$ cat config.mk
export PLATFORM = sky130hd
export DESIGN_NAME = scsiRegFront
export DESIGN_NICKNAME = d
export VERILOG_FILES = /design/src/rtl/scsiRegPkg.sv /design/src/rtl/scsiRegDp.sv /design/src/rtl/scsiRegCtl.sv /design/src/rtl/scsiRegFront.sv
export SDC_FILE = /design/constraint.sdc
export NUM_CORES = 1
export LEC_CHECK = 0
export BUFFER_PORTS_ARGS = -buffer_cell sky130_fd_sc_hd__buf_2
export CAP_MARGIN = 20
export CORE_MARGIN = 4
export CORE_UTILIZATION = 45
export CTS_CLUSTER_DIAMETER = 100
export DETAILED_ROUTE_END_ITERATION = 6
export PLACE_DENSITY = 0.63
export SLEW_MARGIN = 40
export SYNTH_ARGS = -nofsm -noshare
export SYNTH_HDL_FRONTEND = slang
export SYNTH_HIERARCHICAL = 1
export SYNTH_SLANG_ARGS = --single-unit
$ cat constraint.sdc
create_clock -name clk -period 4.55 [get_ports clk]
set_input_delay 0.91 -clock clk [delete_from_list [all_inputs] [get_ports clk]]
set_output_delay 0.91 -clock clk [all_outputs]
set_load 0.01 [all_outputs]
$ cat src/rtl/scsiRegPkg.sv
package scsiRegPkg;
  localparam int NUM_REGS  = 16;
  localparam int REG_AW    = $clog2(NUM_REGS);
  localparam int BYTE_W    = 8;
  localparam int CNT_BYTES = 3;
  localparam int CNT_W     = CNT_BYTES * BYTE_W;

  // register indices; count bytes must stay consecutive for auto-increment
  localparam logic [REG_AW-1:0] REG_CTRL    = 4'h2;
  localparam logic [REG_AW-1:0] REG_CNT_HI  = 4'h8;
  localparam logic [REG_AW-1:0] REG_CNT_MID = 4'h9;
  localparam logic [REG_AW-1:0] REG_CNT_LO  = 4'hA;
  localparam logic [REG_AW-1:0] REG_DEST    = 4'hB;
  localparam logic [REG_AW-1:0] REG_CSR     = 4'hC;
  localparam logic [REG_AW-1:0] REG_CMD     = 4'hD;
  localparam logic [REG_AW-1:0] REG_DATA    = 4'hE;

  localparam logic [6:0] OP_RESET   = 7'h00;
  localparam logic [6:0] OP_SEL_ATN = 7'h06;
  localparam logic [6:0] OP_XFER    = 7'h20;

  localparam logic [7:0] ST_RESET_DONE  = 8'h01;
  localparam logic [7:0] ST_SEL_TIMEOUT = 8'h42;
  localparam logic [7:0] ST_MISMATCH    = 8'h88;
  localparam logic [7:0] ST_XFER_DONE   = 8'h18;
  localparam logic [7:0] PH_DATA_OUT    = 8'h00;
  localparam logic [7:0] PH_DATA_IN     = 8'h01;
  localparam logic [7:0] PH_CMD         = 8'h02;

  localparam int CTL_EDI_BIT = 3;

  typedef struct packed {
    logic       selLoad;
    logic       regWr;
    logic       rdAux;
    logic       rdVal;
    logic       csrLoad;
    logic [7:0] csrVal;
    logic       bufWr;
    logic       idxClear;
  } dpStrobe_t;
endpackage

$ cat src/rtl/scsiRegDp.sv
module scsiRegDp
  import scsiRegPkg::*;
#(
  parameter int BUF_DEPTH = 16,
  localparam int BUF_AW = $clog2(BUF_DEPTH)
) (
  input  logic              clk,
  input  logic              rstN,
  input  dpStrobe_t         st,
  input  logic [7:0]        wData,
  input  logic              irqPending,
  input  logic [BUF_AW-1:0] bufRdIdx,
  output logic [REG_AW-1:0] selPtr,
  output logic [CNT_W-1:0]  countVal,
  output logic [CNT_W-1:0]  bufIdx,
  output logic [2:0]        destIdLo,
  output logic [7:0]        rData,
  output logic [7:0]        bufRdByte
);
  logic [7:0] regFile [NUM_REGS];
  logic [7:0] bufMem  [BUF_DEPTH];
  logic       bufInRange;

  always_ff @(posedge clk) begin
    if (!rstN) begin
      for (int i = 0; i < NUM_REGS; i++) regFile[i] <= '0;
    end else begin
      if (st.regWr)   regFile[selPtr]  <= wData;
      if (st.csrLoad) regFile[REG_CSR] <= st.csrVal;
    end
  end

  always_ff @(posedge clk) begin
    if (!rstN)           selPtr <= '0;
    else if (st.selLoad) selPtr <= wData[REG_AW-1:0];
    else if (st.regWr)   selPtr <= REG_AW'(selPtr + 1'b1);
  end

  always_ff @(posedge clk) begin
    if (!rstN)         rData <= '0;
    else if (st.rdAux) rData <= {irqPending, 6'b0, 1'b1};
    else if (st.rdVal) rData <= regFile[selPtr];
    else               rData <= '0;
  end

  always_ff @(posedge clk) begin
    if (!rstN || st.idxClear) bufIdx <= '0;
    else if (st.bufWr)        bufIdx <= bufIdx + CNT_W'(1);
  end

  assign bufInRange = bufIdx < CNT_W'(BUF_DEPTH);

  for (genvar g = 0; g < BUF_DEPTH; g++) begin : g_slot
    always_ff @(posedge clk) begin
      if (!rstN) bufMem[g] <= '0;
      else if (st.bufWr && bufInRange && bufIdx[BUF_AW-1:0] == BUF_AW'(g))
        bufMem[g] <= wData;
    end
  end

  assign bufRdByte = bufMem[bufRdIdx];
  assign countVal  = {regFile[REG_CNT_HI], regFile[REG_CNT_MID], regFile[REG_CNT_LO]};
  assign destIdLo  = regFile[REG_DEST][2:0];


  sel_load_chk: assert property (@(posedge clk) disable iff (!rstN)
    st.selLoad |=> selPtr == $past(wData[REG_AW-1:0]));

  sel_advance_chk: assert property (@(posedge clk) disable iff (!rstN)
    (st.regWr && !st.selLoad) |=> selPtr == REG_AW'($past(selPtr) + 1'b1));

  aux_ready_chk: assert property (@(posedge clk) disable iff (!rstN)
    st.rdAux |=> (rData[0] && rData[6:1] == 6'b0));

  csr_single_writer_chk: assert property (@(posedge clk) disable iff (!rstN)
    st.csrLoad |-> !(st.regWr && selPtr == REG_CSR));
endmodule

$ cat src/rtl/scsiRegCtl.sv
module scsiRegCtl
  import scsiRegPkg::*;
#(
  parameter int ADDR_W = 4
) (
  input  logic              clk,
  input  logic              rstN,
  input  logic [ADDR_W-1:0] hostAddr,
  input  logic              hostWr,
  input  logic              hostRd,
  input  logic [6:0]        opByte,
  input  logic [7:0]        targetMask,
  input  logic              targetDataOut,
  input  logic [REG_AW-1:0] selPtr,
  input  logic [CNT_W-1:0]  countVal,
  input  logic [CNT_W-1:0]  bufIdx,
  input  logic [2:0]        destIdLo,
  output dpStrobe_t         st,
  output logic              irqPending,
  output logic              errFlag
);
  logic addrHit, valHit, cmdWr, dataWr;
  logic irqSet, irqClr, errSet, actStart, actEnd, actNext;
  logic xferActive;

  assign addrHit = hostAddr == ADDR_W'(3);
  assign valHit  = hostAddr == ADDR_W'(7);

  always_comb begin
    st          = '0;
    st.selLoad  = hostWr && addrHit;
    st.regWr    = hostWr && valHit;
    st.rdAux    = hostRd && addrHit;
    st.rdVal    = hostRd && valHit;
    cmdWr       = st.regWr && selPtr == REG_CMD;
    dataWr      = st.regWr && selPtr == REG_DATA;
    irqSet      = 1'b0;
    irqClr      = 1'b0;
    errSet      = 1'b0;
    actStart    = 1'b0;
    actEnd      = 1'b0;
    actNext     = 1'b0;
    if (cmdWr) begin
      unique case (opByte)
        OP_RESET: begin
          st.csrLoad = 1'b1;
          st.csrVal  = ST_RESET_DONE;
          irqSet     = 1'b1;
          actEnd     = 1'b1;
        end
        OP_SEL_ATN: begin
          st.csrLoad = 1'b1;
          st.csrVal  = targetMask[destIdLo] ? (ST_MISMATCH | PH_CMD) : ST_SEL_TIMEOUT;
          irqSet     = 1'b1;
        end
        OP_XFER: begin
          st.idxClear = 1'b1;
          irqClr      = 1'b1;
          actStart    = 1'b1;
          actNext     = countVal != '0;
        end
        default: ;
      endcase
    end
    if (dataWr) begin
      if (xferActive) begin
        st.bufWr = 1'b1;
        if (bufIdx + CNT_W'(1) == countVal) begin
          actEnd     = 1'b1;
          irqSet     = 1'b1;
          st.csrLoad = 1'b1;
          st.csrVal  = ST_XFER_DONE | (targetDataOut ? PH_DATA_OUT : PH_DATA_IN);
        end
      end else begin
        errSet = 1'b1;
      end
    end
    if (st.regWr && selPtr == REG_CTRL && opByte[CTL_EDI_BIT]) irqClr = 1'b1;
    if (st.rdVal && selPtr == REG_CSR) irqClr = 1'b1;
  end

  always_ff @(posedge clk) begin
    if (!rstN) begin
      irqPending <= 1'b0;
      errFlag    <= 1'b0;
      xferActive <= 1'b0;
    end else begin
      if (irqSet)      irqPending <= 1'b1;
      else if (irqClr) irqPending <= 1'b0;
      if (errSet)      errFlag <= 1'b1;
      if (actStart)    xferActive <= actNext;
      else if (actEnd) xferActive <= 1'b0;
    end
  end


  csr_read_clears_chk: assert property (@(posedge clk) disable iff (!rstN)
    (st.rdVal && selPtr == REG_CSR) |=> !irqPending);

  err_sticky_chk: assert property (@(posedge clk) disable iff (!rstN)
    errFlag |=> errFlag);

  idx_step_chk: assert property (@(posedge clk) disable iff (!rstN)
    (dataWr && xferActive) |=> bufIdx == $past(bufIdx) + CNT_W'(1));

  done_raises_irq_chk: assert property (@(posedge clk) disable iff (!rstN)
    (dataWr && xferActive && bufIdx + CNT_W'(1) == countVal) |=> (irqPending && !xferActive));

  stray_keeps_idx_chk: assert property (@(posedge clk) disable iff (!rstN)
    (dataWr && !xferActive) |=> $stable(bufIdx));
endmodule

$ cat src/rtl/scsiRegFront.sv
module scsiRegFront
  import scsiRegPkg::*;
#(
  parameter int ADDR_W    = 4,
  parameter int BUF_DEPTH = 16,
  localparam int BUF_AW = $clog2(BUF_DEPTH)
) (
  input  logic              clk,
  input  logic              rstN,
  input  logic [ADDR_W-1:0] hostAddr,
  input  logic              hostWr,
  input  logic              hostRd,
  input  logic [7:0]        hostWData,
  output logic [7:0]        hostRData,
  output logic              irqOut,
  output logic              errFlag,
  input  logic [7:0]        targetMask,
  input  logic              targetDataOut,
  input  logic [BUF_AW-1:0] bufRdIdx,
  output logic [7:0]        bufRdByte
);
  dpStrobe_t         st;
  logic [REG_AW-1:0] selPtr;
  logic [CNT_W-1:0]  countVal, bufIdx;
  logic [2:0]        destIdLo;

  scsiRegCtl #(.ADDR_W(ADDR_W)) u_ctl (
    .clk(clk), .rstN(rstN), .hostAddr(hostAddr), .hostWr(hostWr), .hostRd(hostRd),
    .opByte(hostWData[6:0]), .targetMask(targetMask), .targetDataOut(targetDataOut),
    .selPtr(selPtr), .countVal(countVal), .bufIdx(bufIdx), .destIdLo(destIdLo),
    .st(st), .irqPending(irqOut), .errFlag(errFlag)
  );

  scsiRegDp #(.BUF_DEPTH(BUF_DEPTH)) u_dp (
    .clk(clk), .rstN(rstN), .st(st), .wData(hostWData), .irqPending(irqOut),
    .bufRdIdx(bufRdIdx), .selPtr(selPtr), .countVal(countVal), .bufIdx(bufIdx),
    .destIdLo(destIdLo), .rData(hostRData), .bufRdByte(bufRdByte)
  );
endmodule

After elaboration in Yosys (flattened, before gate mapping) --
Memories as Yosys holds them, arrays and structs flattened. A register that Yosys moved wholly into a read port is not among the register bits. Index checks and enable logic that the tools add are counted.
Operators by class: add/subtract/negate cells 2, magnitude comparators 2, equality and inequality tests 24, multiplexer cells 112, bitwise gates (word level) 19, reductions and logical operators 37
Operators by type and width (count):
- 8-bit two-way mux | 21
- 1-bit two-way mux | 80
- 4-bit == test, second input constant | 11
- 1-bit logical AND | 26
- 24-bit by 1-bit adder with 24-bit output, second input constant | 1
- 24-bit == test | 1
- 24-bit by 5-bit < comparator with 1-bit output, second input constant | 1
- 24-bit nonzero test | 1
- 4-bit by 3-bit == test with 1-bit output, second input constant | 5
- 10-bit two-way mux | 2
- 4-bit two-way mux | 5
- 9-bit two-way mux | 2
- 9-bit one-hot mux with 2 select lines | 1
- 1-bit OR | 17
- 4-bit by 2-bit == test with 1-bit output, second input constant | 4
- 8-bit OR reduction | 1
- 7-bit by 3-bit == test with 1-bit output, second input constant | 1
- 7-bit by 6-bit == test with 1-bit output, second input constant | 1
- 7-bit logical NOT | 1
- 2-bit nonzero test | 3
- 4-bit by 1-bit adder with 4-bit output, second input constant | 1
- 4-bit by 1-bit == test with 1-bit output, second input constant | 1
- 4-bit logical NOT | 1
- 3-bit by 4-bit < comparator with 1-bit output, second input constant | 1
- other kinds (6) | 7
Word-level totals: register bits after elaboration 39, memory bits (writable) 256, input port bits 29, output and inout bits 18, memories kept 2
Memories:
- u_dp.bufMem | depth 16, bits a word 8, read ports 1, clocked after memory_dff 0, wr ports 16, RTL line scsiRegDp.sv:21 | logic [7:0] bufMem [BUF_DEPTH];
- u_dp.regFile | depth 16, bits a word 8, read ports 5, clocked after memory_dff 1, wr ports 16, RTL line scsiRegDp.sv:20 | logic [7:0] regFile [NUM_REGS];

Logic depth before layout (Yosys ltp) --
Gate-level depths: netlist of the first run. An unclocked memory read counts as a cell.
word-level depth 15, gate-level depth with buffers 15, mapped depth without buffers 12

Hierarchy --
Netlist of the first run, hierarchy kept.
Modules (own cells, without submodules):
- scsiRegDp | instances 1, cells each 985, area an instance 13325.3 µm², seq. area each 8488.1 µm²
- scsiRegCtl | instances 1, cells each 197, area an instance 1438.9 µm², seq. area each 60.1 µm²

Least setup slack after synthesis of the first run --
Ideal clock, no wire load.
path kind input port to flip-flop, start point input hostAddr[3], end point memory u_dp.regFile[12][0] (enable), setup time 0.294 ns, arrival time 4.008 ns, setup slack 0.248 ns, cell stages on the path 14, buffers on the path 3, path through and4b_1 > nand4b_1 > or2_2 > or4_1 > nor4_4 > nand4_2 > o21ai_1 > buf_4 > nand2_1 > and3_1 > clkbuf_1 > and2_1 > clkbuf_1 > or3_1
RTL lines:
- start: declaration | RTL line scsiRegFront.sv:10 | input logic [ADDR_W-1:0] hostAddr,
- end: declaration | RTL line scsiRegDp.sv:20

==> flow_summary.ini, run 1 <==
[status]
status = complete, no violations

[grt]
grt_max_degree = 44
grt_pass1_wl_um = 58700
antenna_found_initial = 0
grt_pass1_vias = 9758
overflow = 0
grt_usage_pct = 21.2

[layout]
final_cell_mix = 256 x edfxtp_1, 166 x nor2_1, 128 x and3_1, 88 x nand2_1, 73 x mux4_2
layout.nets = 1261
final_cells = 1690
final_common_cell = edfxtp_1
drive_above_1_share_pct = 20.1
syn2layout_area_growth_pct = 13.6
diodes = 0

[clocking]
cts_buffer_depth = 3
tritoncts = yes
clk_pin_slew_worst_paths_ps = 60
numCtsBuffers = 34
clock-sinks = 299
cts_root_buf = clkbuf_16
htree_levels = 2
postCtsHoldBufs = 0
clk_latency_ps = 510
postCtsSetupRepairBufs = 0

[synth]
synthDistinctLibCells = 71
synth_area_mm2 = 0.0148
yosysWarnings = 6
syn_avg_cell_area_um2 = 12.5
synthFlopType = edfxtp_1
ys_seq_area_share_pct = 57.9
synth-edff-count = 256
ys_top_cells_by_area = edfxtp_1 52%, mux4_2 11%, dfxtp_1 5.8%
netlist_instances = 1182
synthArstFlopShare_pct = 0
yosys.area.top_type = edfxtp_1
synth_seq_cells = 299
synth_top_area_share_pct = 52.1

[sta]
setup_viol = 0
slew_headroom_pct = 48.9
finalHoldViolCount = 0
clock.fmax_mhz = 241
final.setup.tns_ps = 0
post-route-period-util_pct = 91.0
holdWs_ps = 458
rsz0062_at_grt = no
fin_skew_ps = 26.7
period_needed_ps = 4140
slew_viol_final = 0
max_slew.worst_pin.slew_ps = 766

[min_path]
holdCritStartpoint = u_ctl/errFlag
holdCritPathClass = reg2reg
whs_path_depth = 1
hold_end = u_ctl/errFlag

[route]
drt_iter0_drc = 872
vias_per_cell = 5.88
ant_nets = 0
drc = 0
firstDrtPassIters = 5
wl_um = 38200
detail_route.wl_per_cell_um = 22.6
vias = 9944

[pwr]
powerDensity_mw_per_mm2 = 376
pwr-share-clk_pct = 45.0
leakage_nw = 6.01
pwr-share-comb_pct = 5.6
irDropWorstVdd_mv = 0.334
seqPwrFrac_pct = 49.3
internal-power_w = 0.00496
p_sw_w = 0.00134
switching_share_pct = 21.3

[setup_path]
ff2ff_setup_slack_ps = 410
crit_chain = nand4_1 > nor3_4 > a21o_1 > or4b_4 > nor4_4 > nand4_2 > o21ai_1 > nand2_1 > and3_1 > and2_1 > or3_1
worstSetupPathType = reg2reg
worstPathRequired_ps = 4750
cp-end-kind = register
reg2reg_depth = 11
cp_top_family = simple AND/OR/NAND/NOR gates
reg2reg_from = u_dp/bufIdx[3]
cp_slowest_stage_delay_ps = 590
r2r-end = u_dp/regFile[12][4]
cp_max_fo = 12
worstPathArrival_ps = 4350
cp_slowest_cell = dfxtp_1
worst-path-buf-inv = 0
startpoint_type = register

[floorplan]
fp.dieW_um = 189
die_h_um = 189
row_count = 66
coreArea_mm2 = 0.0325
io-pin-count = 47
die_area_mm2 = 0.0358
initial_core_util_pct = 45.5

[run]
drv_cap = 0

[placed_design]
numPortBuffers = 46
dp.cells = 1629
place.gp.congestion = 0.859
hpwl_um = 24900
==> cell usage after synthesis (8+ instances only) <==
| master | count |
|---|---|
| edfxtp_1 | 256 |
| nor2_1 | 166 |
| and3_1 | 128 |
| nand2_1 | 88 |
| clkbuf_1 | 74 |
| mux4_2 | 73 |
| dfxtp_1 | 43 |
| xnor2_1 | 32 |
| o21ai_0 | 25 |
| nand3_1 | 22 |
| mux2i_1 | 21 |
| a21oi_1 | 20 |
| nand4_1 | 18 |
| nor4_1 | 17 |
| inv_1 | 15 |
| nor3_1 | 15 |
| xor2_1 | 10 |
| and2_1 | 9 |
| ha_1 | 9 |
| o31ai_1 | 9 |
| or4_1 | 9 |
| a22o_1 | 8 |
| buf_1 | 8 |
| or3_1 | 8 |
==> power by group through the flow <==
stage | logic [W] | registers [W] | clock network (W)
after floorplan | 0.000224 | 0.00314 | 0
after global placement | 0.000354 | 0.00316 | 0
after detailed placement | 0.000357 | 0.00317 | 0
after CTS | 0.000357 | 0.00311 | 0.00289
after global routing | 0.000377 | 0.00312 | 0.00302
final | 0.000355 | 0.00311 | 0.00284
==> layout make-up <==
| cell class | count | area, um^2 |
|---|---|---|
| Multi-Input combinational cell | 771 | 5770 |
| Sequential cell | 299 | 8550 |
| Tap cell | 442 | 553 |
| Fill cell | 2761 | 15700 |
| Clock inverter | 12 | 144 |
| Timing Repair Buffer | 101 | 656 |
| Clock buffer | 49 | 1030 |
| Inverter | 16 | 60.1 |
==> stage by stage <==
stage / area [um^2] / total power, W / setup WS [ps] / utilization [%]
after floorplan: 14800 / 0.00337 / 248 / -
after global placement: 15600 / 0.00351 / 160 / 48.0
after detailed placement: 15600 / 0.00352 / 54.1 / 48.0
after CTS: 16800 / 0.00636 / 421 / 51.6
after global routing: 16800 / 0.00651 / 66.6 / 51.7
final: 16800 / 0.00630 / 407 / 51.7
==> cell families (layout without fill, tap and decap cells) <==
logic type                 count (synthesis)  in the layout  share of synthesized area (%)
and+or+nand+nor                          524            524                           18.6
other                                      1              2                         0.0254
xor gates and xnor gates                  42             42                           2.49
AOI/OAI and AO/OA                         99             99                           4.45
adders and majority gates                  9              9                          0.763
muxes                                     95             95                           12.6
DFF                                      299            299                           57.9
buffers and inverters                    113            178                           3.16
==> worst max-delay path by stage <==
stage / from / to / cells past startpoint / slack (ps)
CTS: u_dp/bufIdx[3] / u_dp/regFile[12][4] / 11 / 420
detailed placement: hostAddr[3] / u_dp/regFile[12][4] / 12 / 50
finish: u_dp/bufIdx[3] / u_dp/regFile[12][4] / 11 / 410
global route: u_dp/bufIdx[3] / u_dp/regFile[12][3] / 11 / 70
global placement: hostAddr[3] / u_dp/regFile[12][6] / 12 / 160
floorplan: hostAddr[3] / u_dp/regFile[12][0] / 14 / 250
==> metal layers <==
| layer | wire length, um | vias to the layer above | global-route usage [%] |
|---|---|---|---|
| li1 | - | 4564 | - |
| met1 | 16200 | 4945 | 29.6 |
| met2 | 18700 | 373 | 35.5 |
| met3 | 2370 | 62 | 3.12 |
| met4 | 928 | 0 | 5.24 |
| met5 | 0 | - | 0 |
==> sequential cells by signal (all words and copies together) (netlist names), named ones only <==
signal,flops
u_ctl/irqPending,1
u_dp/bufIdx,24
u_dp/rData,8
u_dp/selPtr,4
u_ctl/errFlag,1
u_dp/bufMem,128
u_ctl/xferActive,1
u_dp/regFile,128
==> worst register-to-register path: stages (launching register included) <==
cell and delay, ps:
dfxtp_1 590, nand4_1 420, nor3_4 390, a21o_1 180, or4b_4 470, nor4_4 270, nand4_2 240, o21ai_1 250
nand2_1 70, and3_1 200, and2_1 250, or3_1 520
==> repair_timing <==
item | CTS | global route
setup endpoints to repair | 0 | 8
gates resized for setup | 0 | 1
hold endpoints to repair | 0 | 0
No activity file was read; power rests on OpenSTA's default activity.
==> run 2, diff against run 1 <==
- PLACE_DENSITY: 0.63 -> unset
- clock period: 4.55 -> 5.1 ns (I/O delays scaled with it)
==> flow_summary.ini, run 2 (same netlist as run 1, synthesis figures left out) <==
[floorplan]
fp.dieW_um = 189
initial_core_util_pct = 45.5
die_area_mm2 = 0.0358
die_h_um = 189
io-pin-count = 47
row_count = 66
coreArea_mm2 = 0.0325

[layout]
top_regs = u_dp/bufMem x128, u_dp/regFile x128, u_dp/bufIdx x24
syn2layout_area_growth_pct = 11.8
fillers = 2790
final_area_mm2 = 0.0165
drive_above_1_share_pct = 18.4
diodes = 0
layout.nets = 1246
final_common_cell = edfxtp_1
final_cell_mix = 256 x edfxtp_1, 166 x nor2_1, 128 x and3_1, 88 x nand2_1, 73 x mux4_2

[clocking]
clk_latency_ps = 500
clock-sinks = 299
cts_root_buf = clkbuf_16
cts_buffer_depth = 3
htree_levels = 2
postCtsSetupRepairBufs = 0
clk_pin_slew_worst_paths_ps = 60
numCtsBuffers = 34
cts_resized = 0
postCtsHoldBufs = 0
tritoncts = yes

[route]
drc = 0
vias_per_cell = 5.88
vias = 9822
ant_nets = 0
drt_iter0_drc = 821
wl_um = 37900
detail_route.wl_per_cell_um = 22.7
firstDrtPassIters = 5

[pwr]
leakage_nw = 5.85
finalPower_w = 0.00536
irDropWorstVdd_mv = 0.250
powerDensity_mw_per_mm2 = 325

[status]
status = complete, no violations

[sta]
clock.fmax_mhz = 237
max_slew.worst_pin.slew_ps = 724
slew_headroom_pct = 51.2
finalHoldViolCount = 0
setup_viol = 0
final.setup.tns_ps = 0
slew_viol_final = 0
fin_skew_ps = 12.4
period_needed_ps = 4220
rsz0062_at_grt = no
post-route-period-util_pct = 82.7

[grt]
grt_pass1_wl_um = 58500
grt_usage_pct = 21.1
antenna_found_initial = 1
grt_pass1_vias = 9632
overflow = 0
grt_max_degree = 37

[setup_path]
cp.depth = 11
reg2reg_depth = 11
cp_top_family = simple AND/OR/NAND/NOR gates
startpoint = u_dp/bufIdx[2]
cp_slowest_stage_delay_ps = 590
reg2reg_from = u_dp/bufIdx[2]
worstPathRequired_ps = 5290
worstPathArrival_ps = 4410
worstSetupPathType = reg2reg
cp-end-kind = register
cp_slowest_cell = dfxtp_1
worst-path-buf-inv = 0
crit_chain = nand4_1 > nor3_2 > a21o_1 > or4b_4 > nor4_4 > nand4_2 > o21ai_1 > nand2_1 > and3_1 > and2_1 > or3_1
cp_max_fo = 14
startpoint_type = register

[placed_design]
place.gp.congestion = 0.869
numPortBuffers = 46
hpwl_um = 24100
dpl_cell_area_mm2 = 0.0155

[min_path]
whs_path_depth = 1
holdCritStartpoint = u_ctl/errFlag
holdCritPathClass = reg2reg

[run]
drv_cap = 0
-- run 2: final timing paths --
| kind | endpoint | slack, ps |
|---|---|---|
| worst max-delay path | u_dp/regFile[12][7] | 880 |
| worst min register to register | u_ctl/errFlag | 460 |
| worst min-delay path | u_ctl/errFlag | 460 |
| worst max register to register | u_dp/regFile[12][7] | 880 |
-- run 2: worst reg2reg max path: stages, from the launching register on --
cell     delay [ps]
dfxtp_1         590
nand4_1         380
nor3_2          460
a21o_1          190
or4b_4          470
nor4_4          270
nand4_2         220
o21ai_1         250
nand2_1          80
and3_1          220
and2_1          260
or3_1           520
-- run 2: area by class of cell --
cell class                      count  area [um^2]  share of cell area, %
Clock inverter                     14          119                  0.720
Multi-Input combinational cell    771         5770                   35.0
Clock buffer                       42          912                   5.52
Sequential cell                   299         8550                   51.8
Tap cell                          442          553                   3.35
Inverter                           16         60.1                  0.364
Timing Repair Buffer               86          546                   3.30
-- run 2: power breakdown --
part / switching [W] / internal, W
clock: 0.000911 / 0.00136
combinational: 0.000191 / 0.000128
sequential: 0.0000363 / 0.00273
-- run 2: per-layer routing --
layer | vias up | track usage (%) | part of all wire, %
met5 | - | 0 | 0
met4 | 0 | 4.82 | 2.2
met3 | 51 | 2.82 | 6.1
met2 | 320 | 33.6 | 47
met1 | 4940 | 31.3 | 44
li1 | 4511 | - | -
-- run 2: through the flow --
stage          hold slack (ps)  std cells  util, %  worst slack, ps
6_report                   464       1670     50.9              885
5_1_grt                    491       1670     50.9              605
3_5_place_dp               459       1614     47.7              497
3_3_place_gp               446       1614     47.7              555
4_1_cts                    471       1670     50.9              948
2_1_floorplan              437       1183        -              688
